## config.mk

```make
export PLATFORM = sky130hd
export DESIGN_NAME = ucode_alu
export DESIGN_NICKNAME = d
export VERILOG_FILES = /design/src/rtl/ucode_alu_pkg.sv /design/src/rtl/ucode_alu_adder.sv /design/src/rtl/ucode_alu_logic.sv /design/src/rtl/ucode_alu_shifter.sv /design/src/rtl/ucode_alu.sv
export SDC_FILE = /design/constraint.sdc
export NUM_CORES = 1
export LEC_CHECK = 0
export BUFFER_PORTS_ARGS = -buffer_cell sky130_fd_sc_hd__buf_2
export CAP_MARGIN = 15
export CORE_MARGIN = 2
export CORE_UTILIZATION = 54
export DETAILED_ROUTE_END_ITERATION = 10
export PLACE_DENSITY = 0.95
export SLEW_MARGIN = 20
export SYNTH_ARGS = -nofsm -noshare
export SYNTH_HDL_FRONTEND = slang
export SYNTH_SLANG_ARGS = --single-unit
```

## constraint.sdc

```tcl
create_clock -name clk -period 2.2 [get_ports clk]
set_clock_uncertainty 0.2 [all_clocks]
set_input_delay 0.33 -clock clk [delete_from_list [all_inputs] [get_ports clk]]
set_output_delay 0.33 -clock clk [all_outputs]
set_load 0.1 [all_outputs]
```

## src/rtl/ucode_alu_pkg.sv

```systemverilog
package ucode_alu_pkg;

   typedef enum logic [2:0] {
      SEL_NONE  = 3'd0,
      SEL_AND   = 3'd1,
      SEL_XOR   = 3'd2,
      SEL_ADD   = 3'd3,
      SEL_SHIFT = 3'd4
   } alu_sel_e;

   // Priority among the path-select bits: shift, add, xor, and.
   function automatic alu_sel_e pick_path(input logic shift_b, input logic add_b,
                                          input logic xor_b, input logic and_b);
      if (shift_b)    return SEL_SHIFT;
      else if (add_b) return SEL_ADD;
      else if (xor_b) return SEL_XOR;
      else if (and_b) return SEL_AND;
      else            return SEL_NONE;
   endfunction

endpackage

```

## src/rtl/ucode_alu_adder.sv

```systemverilog
module ucode_alu_adder #(
   parameter int WIDTH  = 8,
   parameter bit RIPPLE = 1'b0
) (
   input  logic [WIDTH-1:0] a,
   input  logic [WIDTH-1:0] b,
   input  logic             ci,
   output logic [WIDTH-1:0] sum,
   output logic             co
);
   generate
      if (RIPPLE) begin : g_ripple
         logic [WIDTH:0] chain;
         assign chain[0] = ci;
         for (genvar i = 0; i < WIDTH; i++) begin : g_bit
            assign sum[i]     = a[i] ^ b[i] ^ chain[i];
            assign chain[i+1] = (a[i] & b[i]) | (chain[i] & (a[i] ^ b[i]));
         end
         assign co = chain[WIDTH];
      end else begin : g_flat
         assign {co, sum} = {1'b0, a} + {1'b0, b} + {{WIDTH{1'b0}}, ci};
      end
   endgenerate
endmodule

```

## src/rtl/ucode_alu_logic.sv

```systemverilog
module ucode_alu_logic #(
   parameter int WIDTH = 8
) (
   input  logic [WIDTH-1:0] a,
   input  logic [WIDTH-1:0] b,
   input  logic             use_xor,
   output logic [WIDTH-1:0] y
);
   generate
      for (genvar i = 0; i < WIDTH; i++) begin : g_bit
         assign y[i] = use_xor ? (a[i] ^ b[i]) : (a[i] & b[i]);
      end
   endgenerate
endmodule

```

## src/rtl/ucode_alu_shifter.sv

```systemverilog
module ucode_alu_shifter #(
   parameter int WIDTH = 8
) (
   input  logic [WIDTH-1:0] a,
   input  logic             right,
   input  logic             roll,
   input  logic             arith,
   output logic [WIDTH-1:0] y,
   output logic             co
);
   localparam int MSB = WIDTH - 1;

   logic fill_hi;
   logic fill_lo;

   always_comb begin
      fill_hi = roll ? a[0] : (arith ? a[MSB] : 1'b0);
      fill_lo = roll ? a[MSB] : 1'b0;
      if (right) begin
         y  = {fill_hi, a[MSB:1]};
         co = a[0];
      end else begin
         y  = {a[MSB-1:0], fill_lo};
         co = a[MSB];
      end
   end
endmodule

```

## src/rtl/ucode_alu.sv

```systemverilog
module ucode_alu #(
   parameter int WIDTH        = 8,
   parameter bit ADDER_RIPPLE = 1'b0
) (
   input  logic             clk,
   input  logic             rst_n,
   input  logic             clear,
   input  logic             run,
   input  logic [WIDTH-1:0] lhs,
   input  logic [WIDTH-1:0] rhs,
   input  logic             cin,
   input  logic             op_add,
   input  logic             op_and,
   input  logic             op_xor,
   input  logic             inv_rhs,
   input  logic             force_cin,
   input  logic             op_shift,
   input  logic             sh_right,
   input  logic             sh_roll,
   input  logic             sh_arith,
   input  logic             save_res,
   input  logic             save_nz,
   input  logic             save_cy,
   output logic [WIDTH-1:0] res_q,
   output logic             cy_q,
   output logic             neg_q,
   output logic             zero_q
);
   import ucode_alu_pkg::*;

   localparam int MSB = WIDTH - 1;

   generate
      if (WIDTH < 2) begin : g_bad_width
         $error("ucode_alu: WIDTH must be at least 2");
      end
   endgenerate

   logic [WIDTH-1:0] rhs_eff;
   logic             add_ci;
   logic [WIDTH-1:0] add_y, log_y, sh_y;
   logic             add_co, sh_co;
   logic [WIDTH-1:0] val;
   logic             val_co;
   alu_sel_e         sel;

   assign rhs_eff = inv_rhs ? ~rhs : rhs;
   assign add_ci  = force_cin | cin;
   assign sel     = pick_path(op_shift, op_add, op_xor, op_and);

   ucode_alu_adder #(.WIDTH(WIDTH), .RIPPLE(ADDER_RIPPLE)) u_add (
      .a(lhs), .b(rhs_eff), .ci(add_ci), .sum(add_y), .co(add_co)
   );

   ucode_alu_logic #(.WIDTH(WIDTH)) u_log (
      .a(lhs), .b(rhs_eff), .use_xor(op_xor), .y(log_y)
   );

   ucode_alu_shifter #(.WIDTH(WIDTH)) u_sh (
      .a(lhs), .right(sh_right), .roll(sh_roll), .arith(sh_arith),
      .y(sh_y), .co(sh_co)
   );

   always_comb begin
      unique case (sel)
         SEL_SHIFT: begin val = sh_y;  val_co = sh_co;  end
         SEL_ADD:   begin val = add_y; val_co = add_co; end
         SEL_XOR,
         SEL_AND:   begin val = log_y; val_co = 1'b0;   end
         default:   begin val = '0;    val_co = 1'b0;   end
      endcase
   end

   always_ff @(posedge clk or negedge rst_n) begin
      if (!rst_n) begin
         res_q  <= '0;
         cy_q   <= 1'b0;
         neg_q  <= 1'b0;
         zero_q <= 1'b0;
      end else if (clear) begin
         res_q  <= '0;
         cy_q   <= 1'b0;
         neg_q  <= 1'b0;
         zero_q <= 1'b0;
      end else if (run) begin
         if (save_res) res_q <= val;
         if (save_cy)  cy_q  <= val_co;
         if (save_nz) begin
            neg_q  <= val[MSB];
            zero_q <= (val == '0);
         end
      end
   end
endmodule

```

==> out/metrics.yaml, run 1 <==
status:
  status: "complete, but fails checks"
  violations: "setup timing"
drt:
  vias: 1754
  route.detailed.drc: 0
  routed_wl_um: 5650
  drtPass1Iterations: 4
  drt_iter0_markers: 102
  drtAntennaViolNets: 0
  vias_per_cell: 6.80
  wl_per_cell_um: 21.9
setup_path:
  crit_type: "in -> reg"
  crit_path_top_delay_cell: "fa_2"
  crit_arrival_ns: 2.76
  cp_common_cell: "fa_2"
  required_ns: 2.20
  slowest_delay_ns: 0.41
  crit_chain: "buf_8 -> xor2_4 -> fa_2 -> fa_2 -> buf_4 -> xnor2_2 -> a221oi_2 -> a21oi_2 -> nand4_1 -> or3_1 -> o31ai_2"
  crit_path_end_kind: "register"
  cp-start-kind: "input pin"
  crit_fanout: 3
logic_synthesis:
  synthCells: 154
  yosys.area.top_type: "dfrtp_1"
  seq_area_frac_synth: 0.219
  synth_nets: 197
  yosysMostFrequentCell: "nand2_1"
  synth_top_area_share: 0.219
  ys_ff_latch: 11
  synthArstFlopShare: 1.00
  yosys_warnings: 0
  ys_top_cells_by_area: "dfrtp_1 22%, ha_1 8.0%, xor2_1 6.3%"
  avgSynthCellArea_um2: 8.17
  synth_common_cells: "15 x nand2_1, 13 x a21oi_1, 11 x dfrtp_1, 11 x nor2_1, 9 x xor2_1"
  synth_cell_types: 41
  syn_area_um2: 1260
  synth_edf_count: 0
  ys.flop_type: "dfrtp_1"
clocking:
  cts-root-buf: "clkbuf_4"
  clkSinkCount: 11
  clk_pin_slew_worst_paths_ns: 0.07
  clockBufferDepth: 2
  htree_levels: 1
  cts_buffers: 3
  cts_tree: "done"
  insertion_delay_ns: 0.28
global_routing:
  grt_pass1_wl_um: 7920
  antenna_found_initial: 0
  grt_pass1_vias: 1743
  grt-ovfl-total: 0
  grt_max_degree: 14
  track_usage: 0.401
finish:
  utilization: 0.903
  area_growth_pct: 58.7
  diodes: 0
  final_layout_size_suffix_gt1_frac: 0.509
  fin_nets: 274
  fin_cells: 258
timing:
  hold_ws_ns: 0.146
  fin_crit_sh: 1.26
  slew_viol_final: 0
  min_period_ns: 2.76
  fmax_mhz: 362
  finalSetupViolCount: 9
  hold_viol_final: 0
  slew_headroom: 0.599
  rsz0062_at_grt: "true"
  worstMarginPinSlew_ns: 0.598
  worst_slack_ns: -0.562
floorplan:
  row_count: 17
  ios: 44
  core-area_um2: 2210
  start_util: 0.569
  die_area_um2: 2730
  fp.dieH_um: 52.3
  fp.dieW_um: 52.3
pwr:
  ir_worst_vdd_mv: 0.434
  p_per_area_nw_per_um2: 517
  leakage_uw: 0.000943
  total_power_uw: 1030
place:
  dpl.cell_count: 246
  gp_congestion: 0.922
  place_worst_setup_slack_ns: -0.861
  port_buffers: 43
  hpwlAfterDp_um: 3510
job:
  drv_cap: 0
min_path:
  hold_class: "in -> reg"
-- sequential cells by signal (all words and copies together), names as in the netlist --
signal,count
cy_q,1
neg_q,1
res_q,8
zero_q,1
-- worst max-delay path, delay by kind of cell --
family,cells,cell delay (ns)
fa+ha+maj,2,0.82
xor+xnor,2,0.35
compound gates,3,0.45
simple gates,2,0.55
buf+inv,2,0.26
-- layout by cell type, fill, tap and decap left out, types with 3 or more instances in the layout --
| cell | instances |
|---|---|
| clkbuf_4 | 3 |
| a22oi_1 | 4 |
| a22o_1 | 5 |
| nor3_1 | 3 |
| dfrtp_1 | 11 |
| ha_1 | 6 |
| nor2_2 | 3 |
| mux2_1 | 3 |
| a221o_1 | 3 |
| nand3_1 | 3 |
| a21oi_2 | 3 |
| a211oi_2 | 6 |
| xor2_1 | 7 |
| o21ai_1 | 3 |
| buf_2 | 40 |
| mux2_2 | 4 |
| a21oi_1 | 9 |
| inv_1 | 4 |
| a21o_1 | 3 |
| buf_4 | 34 |
| buf_6 | 4 |
| and2_1 | 3 |
| nor2_1 | 8 |
| o21ai_0 | 5 |
| o211ai_1 | 4 |
| nand2_1 | 14 |
-- report_power, final --
group / switching (µW) / internal (µW) / total, µW
sequential: 7.10 / 214 / 221
combinational: 386 / 278 / 664
clock: 77.7 / 70.7 / 148
total: 471 / 562 / 1030
-- layer usage --
layer / vias to the layer above / wire length, µm / share of wire / global-route usage
met5: - / 0 / 0 / 0
met4: 0 / 451 / 0.080 / 0.316
met3: 55 / 485 / 0.086 / 0.0686
met2: 151 / 2760 / 0.49 / 0.719
met1: 817 / 1950 / 0.35 / 0.401
li1: 731 / - / - / -
-- area by class of cell --
cell class,instances,area (µm²)
well taps,28,35.0
clock buffers,4,26.3
fillers,98,214
repair buffers,80,526
multi-input cells,131,1120
inverters,4,15.0
flip-flops and latches,11,275
-- cells by family after synthesis --
logic type      after synthesis  synth area share
buf+inv                      12            0.0388
simple gates                 46             0.172
mux                           8            0.0706
fa+ha+maj                    10             0.111
xor+xnor                     10            0.0696
compound gates               57             0.319
flops                        11             0.219
-- metrics by stage --
| stage | cell area [µm²] | setup TNS, ns |
|---|---|---|
| 2_1_floorplan | 1310 | -2.87 |
| 3_3_place_gp | 1720 | -5.37 |
| 3_5_place_dp | 1720 | -5.79 |
| 4_1_cts | 1860 | -2.18 |
| 5_1_grt | 2000 | -3.80 |
| 6_report | 2000 | -3.23 |
-- path summary, 6_finish.rpt --
check	to	slack, ns	depth (start not counted)	from
worst max-delay path	zero_q	-0.56	11	rhs[0]
worst min-delay path	res_q[5]	0.15	2	clear
worst max register to register	res_q[7]	1.17	3	res_q[7]
worst min register to register	neg_q	0.31	1	neg_q
max in group asynchronous	cy_q	1.35	2	rst_n
min in group asynchronous	res_q[5]	0.25	2	rst_n
-- timing repair --
item	4_1_cts	5_1_grt
endpoints found under the setup margin	10	10
resized for setup	21	20
hold endpoints to repair	11	0
hold buffers	1	0
pin swaps	19	15
setup buffers	4	4
Power figures use the tool's default switching activity.
==> inputs of run 2 (changes only) <==
--- a/config.mk
+++ b/config.mk
@@ -7,8 +7,9 @@
 export LEC_CHECK = 0
 export BUFFER_PORTS_ARGS = -buffer_cell sky130_fd_sc_hd__buf_2
 export CAP_MARGIN = 15
-export CORE_MARGIN = 2
-export CORE_UTILIZATION = 54
+export CELL_PAD_IN_SITES_DETAIL_PLACEMENT = 0
+export CELL_PAD_IN_SITES_GLOBAL_PLACEMENT = 2
+export CORE_UTILIZATION = 30
 export DETAILED_ROUTE_END_ITERATION = 10
 export PLACE_DENSITY = 0.95
 export SLEW_MARGIN = 20
==> run 2 against run 1 <==
  * The run still ends with setup timing left
  * Sequential share of layout area decreased by 0.086 points
  * First-iteration DRC count is 47% lower
  * Worst hold slack better by 0.050 ns
  * Clock power up 32%
  * Die area is 63% higher
==> out/metrics.yaml, run 2 (synthesized netlist as in run 1, its figures left out) <==
global_routing:
  grt_max_degree: 18
  grt_pass1_vias: 1353
  grt_use_met3: 0.0154
  grt_pass1_wl_um: 6290
  grt-ovfl-total: 0
  antenna_found_initial: 0
  grt-busiest-layer: "met2"
  use_met1: 0.239
  track_usage: 0.182
  grt_use_met2: 0.326
place:
  port_buffers: 43
  gp_congestion: 0.842
  hpwlAfterDp_um: 3070
timing:
  min_period_ns: 2.73
  worstMarginPinSlew_ns: 0.491
  fmax_mhz: 366
  worst_slack_ns: -0.532
  slew_headroom: 0.675
  rsz0062_at_grt: "true"
  hold_viol_final: 0
  hold_ws_ns: 0.195
  finalSetupViolCount: 9
  slew_viol_final: 0
  fin_crit_sh: 1.24
status:
  status: "complete, but fails checks"
  violations: "setup timing"
setup_path:
  crit_path_end_kind: "register"
  required_ns: 2.14
  crit_arrival_ns: 2.67
  crit_type: "in -> reg"
  crit_fanout: 3
  cp-start-kind: "input pin"
pwr:
  p_per_area_nw_per_um2: 507
  leakage_uw: 0.000949
  total_power_uw: 1020
  ir_worst_vdd_mv: 0.171
floorplan:
  fp.dieW_um: 66.8
  start_util: 0.315
  core-area_um2: 4000
  ios: 44
  fp.dieH_um: 66.8
  row_count: 23
  die_area_um2: 4460
finish:
  diodes: 0
  regMostFlops: "res_q"
  layout.cells.most_common: "buf_2"
  fin_nets: 275
  largest_reg_flops: 8
  ff_latch_area_um2: 275
  num-fill-cells: 391
  final_cell_mix: "40 x buf_2, 36 x buf_4, 15 x nand2_1, 11 x dfrtp_1"
  multi_input_area_um2: 1080
  final_layout_size_suffix_gt1_frac: 0.502
  area_growth_pct: 59.7
drt:
  route.detailed.drc: 0
  wl_per_cell_um: 13.5
  vias: 1441
  drtAntennaViolNets: 0
  vias_per_cell: 5.13
  drt_iter0_markers: 54
  routed_wl_um: 3800
  drtPass1Iterations: 4
clocking:
  insertion_delay_ns: 0.23
  cts-root-buf: "clkbuf_8"
  clk_pin_slew_worst_paths_ns: 0.05
  cts_buffers: 3
  clkSinkCount: 11
  cts_tree: "done"
  htree_levels: 1
  clockBufferDepth: 2
job:
  drv_cap: 0
min_path:
  hold_class: "in -> reg"
==> run 2: final timing paths <==
path | startpoint | to | slack (ns) | depth (start not counted)
worst max-delay path | inv_rhs | zero_q | -0.53 | 10
worst min-delay path | clear | res_q[1] | 0.20 | 2
worst max register to register | res_q[7] | res_q[7] | 1.21 | 3
worst min register to register | neg_q | neg_q | 0.30 | 1
max in group asynchronous | rst_n | cy_q | 1.31 | 2
min in group asynchronous | rst_n | neg_q | 0.29 | 2
==> run 2: what timing repair did <==
action / 4_1_cts / 5_1_grt
pin swaps: 12 / 19
gates resized for setup: 19 / 17
endpoints found under the setup margin: 10 / 10
buffers inserted: 2 / 5
endpoints found under the hold margin: 11 / 0
hold buffers: 1 / 0
==> run 2: through the flow <==
stage	setup WS (ns)	cell area, µm²	utilization	setup TNS, ns	instances
after floorplan	-0.693	1310	-	-2.87	154
after global placement	-0.790	1770	0.443	-5.22	271
after detailed placement	-0.853	1770	0.443	-5.61	271
after CTS	-0.495	1910	0.478	-2.40	278
after global routing	-0.613	2010	0.503	-3.64	281
final	-0.532	2010	0.503	-2.77	281
==> run 2: layout make-up <==
class | count | area share
clock buffers | 4 | 0.0224
inverters | 4 | 0.00747
multi-input cells | 131 | 0.537
flip-flops and latches | 11 | 0.137
well taps | 50 | 0.0311
repair buffers | 81 | 0.265
==> run 2: where the power goes <==
group	leakage, µW	switching, µW	internal, µW	total [µW]
sequential	0.000149	6.26	215	221
clock	0.0000228	69.0	127	196
combinational	0.000778	335	267	602
total	0.000949	410	608	1020
==> run 2: worst max-delay path, cell delays in order <==
cell and delay, ns:
buf_8 0.11, xor2_4 0.18, fa_2 0.40, fa_2 0.39
a21o_1 0.21, a211oi_2 0.20, nor3_1 0.06, a221o_1 0.29
or3_4 0.34, o31ai_2 0.18
==> run 2: layer usage <==
layer / vias up / wire length (µm) / share of wire
met5: - / 0 / 0
li1: 735 / - / -
met3: 2 / 151 / 0.040
met2: 35 / 1860 / 0.49
met4: 0 / 14 / 0.0037
met1: 669 / 1770 / 0.47
==> inputs of run 3 (changes only) <==
--- a/config.mk
+++ b/config.mk
@@ -5,14 +5,15 @@
 export SDC_FILE = /design/constraint.sdc
 export NUM_CORES = 1
 export LEC_CHECK = 0
-export BUFFER_PORTS_ARGS = -buffer_cell sky130_fd_sc_hd__buf_2
 export CAP_MARGIN = 15
 export CELL_PAD_IN_SITES_DETAIL_PLACEMENT = 0
 export CELL_PAD_IN_SITES_GLOBAL_PLACEMENT = 2
-export CORE_UTILIZATION = 30
+export CORE_UTILIZATION = 41
 export DETAILED_ROUTE_END_ITERATION = 10
+export DONT_BUFFER_PORTS = 1
 export PLACE_DENSITY = 0.95
 export SLEW_MARGIN = 20
 export SYNTH_ARGS = -nofsm -noshare
 export SYNTH_HDL_FRONTEND = slang
+export SYNTH_HIERARCHICAL = 1
 export SYNTH_SLANG_ARGS = --single-unit
==> run 3 against run 2 <==
  * The flow still finishes with violations (setup timing)
  * Largest cell class unchanged
  * Combinational power is 1% higher
  * Worst hold slack worse by 0.14 ns
  * Worst setup slack better by 0.38 ns
  * Non-clock buffer count is 44 lower
  * Clock-buffer cell count stayed put
  * Die area is 17% lower
  * Clock power is 34% lower
==> out/metrics.yaml, run 3 <==
pwr:
  ir_worst_vdd_mv: 0.166
  leakage_uw: 0.000834
  total_power_uw: 959
  p_per_area_nw_per_um2: 501
place:
  place_worst_setup_slack_ns: -0.467
  place_area_um2: 1690
  port_buffers: 0
  gp_congestion: 0.855
  dpl.cell_count: 215
  hpwlAfterDp_um: 2980
global_routing:
  grt_pass1_wl_um: 5780
  antenna_found_initial: 0
  track_usage: 0.210
  grt_max_degree: 17
  grt_pass1_vias: 1291
  grt-ovfl-total: 0
logic_synthesis:
  avgSynthCellArea_um2: 9.57
  synth-xor-area-share: 0.0742
  yosys.area_share.adder: 0.161
  ys_ff_latch: 11
  synthCells: 148
  synth_top_family_by_area: "compound AO/OA/AOI/OAI gates"
  synth_common_cells: "15 x ha_1, 14 x mux2_4, 12 x nor2_1"
  yosysMostFrequentCell: "ha_1"
  ys.flop_type: "dfrtp_1"
  yosys_warnings: 6
  synth_nets: 198
  synth_edf_count: 0
  synth_top_area_share: 0.194
  syn_area_um2: 1420
  yosys.area.top_type: "dfrtp_1"
  synth_compound_area_frac: 0.232
  synthArstFlopShare: 1.00
  seq_area_frac_synth: 0.194
  ys_top_cells_by_area: "dfrtp_1 19%, mux2_4 15%, ha_1 13%"
  synth_cell_types: 40
  synthMuxAreaShare: 0.163
  synth-simple-area-share: 0.129
clocking:
  insertion_delay_ns: 0.26
  htree_levels: 1
  cts-root-buf: "clkbuf_4"
  clk_pin_slew_worst_paths_ns: 0.06
  cts_buffers: 3
  cts_tree: "done"
  clockBufferDepth: 2
  clkSinkCount: 11
timing:
  fmax_mhz: 426
  worst_slack_ns: -0.148
  slew_headroom: 0.530
  rsz0062_at_grt: "true"
  fin_crit_sh: 1.07
  hold_viol_final: 0
  finalSetupViolCount: 3
  worstMarginPinSlew_ns: 0.704
  slew_viol_final: 0
  min_period_ns: 2.35
setup_path:
  cp-start-kind: "input pin"
  crit_type: "in -> reg"
  reg2reg_from: "res_q[6]"
  crit_chain: "or2_4 -> fa_2 -> fa_2 -> a21oi_2 -> nor2_1 -> nor2_2 -> xnor2_2 -> o41ai_2 -> o21ai_1 -> o31ai_2"
  cp-startpoint: "cin"
  crit_arrival_ns: 2.32
  crit_fanout: 2
  cp-endpoint: "zero_q"
  required_ns: 2.17
  crit_path_top_delay_cell: "fa_2"
  r2r_setup_slack_ns: 0.95
  r2r-end: "res_q[6]"
  crit_path_end_kind: "register"
  slowest_delay_ns: 0.37
  cp_common_cell: "fa_2"
  rr_worst_depth: 3
status:
  status: "complete, but fails checks"
  violations: "setup timing"
finish:
  largest_reg_flops: 8
  multi_input_area_um2: 1250
  final_layout_size_suffix_gt1_frac: 0.431
  design_area_um2: 1910
  area_growth_pct: 35.1
  final_cell_mix: "31 x buf_4, 14 x mux2_4, 12 x ha_1, 11 x nor2_1, 11 x dfrtp_1"
  diodes: 0
  num-fill-cells: 272
  ff_latch_area_um2: 275
  fin_nets: 232
  fin_cells: 225
  layout.cells.most_common: "buf_4"
  utilization: 0.607
  regMostFlops: "res_q"
drt:
  route.detailed.drc: 0
  wl_per_cell_um: 16.6
  routed_wl_um: 3750
  drtPass1Iterations: 7
  drt_iter0_markers: 60
  vias_per_cell: 5.95
  drtAntennaViolNets: 0
  vias: 1339
floorplan:
  fp.dieH_um: 60.8
  core-area_um2: 3150
  row_count: 20
  die_area_um2: 3690
  fp.dieW_um: 60.8
  start_util: 0.449
  ios: 44
min_path:
  hold_class: "in -> reg"
job:
  drv_cap: 0
## run 3: kinds of logic after synthesis
group / after synthesis
buf+inv: 11
xor+xnor: 12
fa+ha+maj: 17
flops: 11
mux: 16
simple gates: 38
compound gates: 43
## run 3: worst min-delay path by stage
stage	to	from	slack [ns]	cells after the start
floorplan	cy_q	rst_n	-0.17	0
global placement	res_q[3]	rst_n	-0.17	0
detailed placement	res_q[3]	rst_n	-0.17	0
CTS	zero_q	clear	0.05	2
global route	zero_q	clear	0.04	2
finish	zero_q	clear	0.06	2
## run 3: per-stage QoR
stage,hold slack (ns),TNS [ns]
5_1_grt,0.0376,-0.638
3_3_place_gp,-0.165,-2.19
6_report,0.0567,-0.300
2_1_floorplan,-0.166,-1.75
4_1_cts,0.0493,-0.255
3_5_place_dp,-0.165,-2.64
## run 3: repair_timing
action / in CTS / in global routing
hold buffers: 5 / 0
pin swaps: 7 / 14
endpoints found under the setup margin: 6 / 6
gates resized for setup: 7 / 15
endpoints found under the hold margin: 21 / 0
setup buffers: 0 / 1
## run 3: worst max-delay path, delay by kind of cell
family / cells / cell delay, ns
adder cells (fa/ha/maj): 2 / 0.73
AO/OA/AOI/OAI: 4 / 0.72
AND/OR/NAND/NOR: 3 / 0.45
XOR/XNOR: 1 / 0.10
## run 3: layout make-up
class | instances | area share
clock buffers | 4 | 0.0137
inverters | 3 | 0.00589
multi-input cells | 126 | 0.654
flip-flops and latches | 11 | 0.144
well taps | 44 | 0.0288
repair buffers | 37 | 0.154
## run 3: power breakdown
part	switching, µW	internal [µW]
clock network	59.5	70.0
logic	330	280
registers	3.90	215
total	394	565
## run 3: per-layer routing
layer  up-vias  wire length (µm)  track usage
met5         -                 0            0
met2        48              2040        0.397
met1       647              1420        0.228
li1        638                 -            -
met4         0                36       0.0844
met3         6               249       0.0384
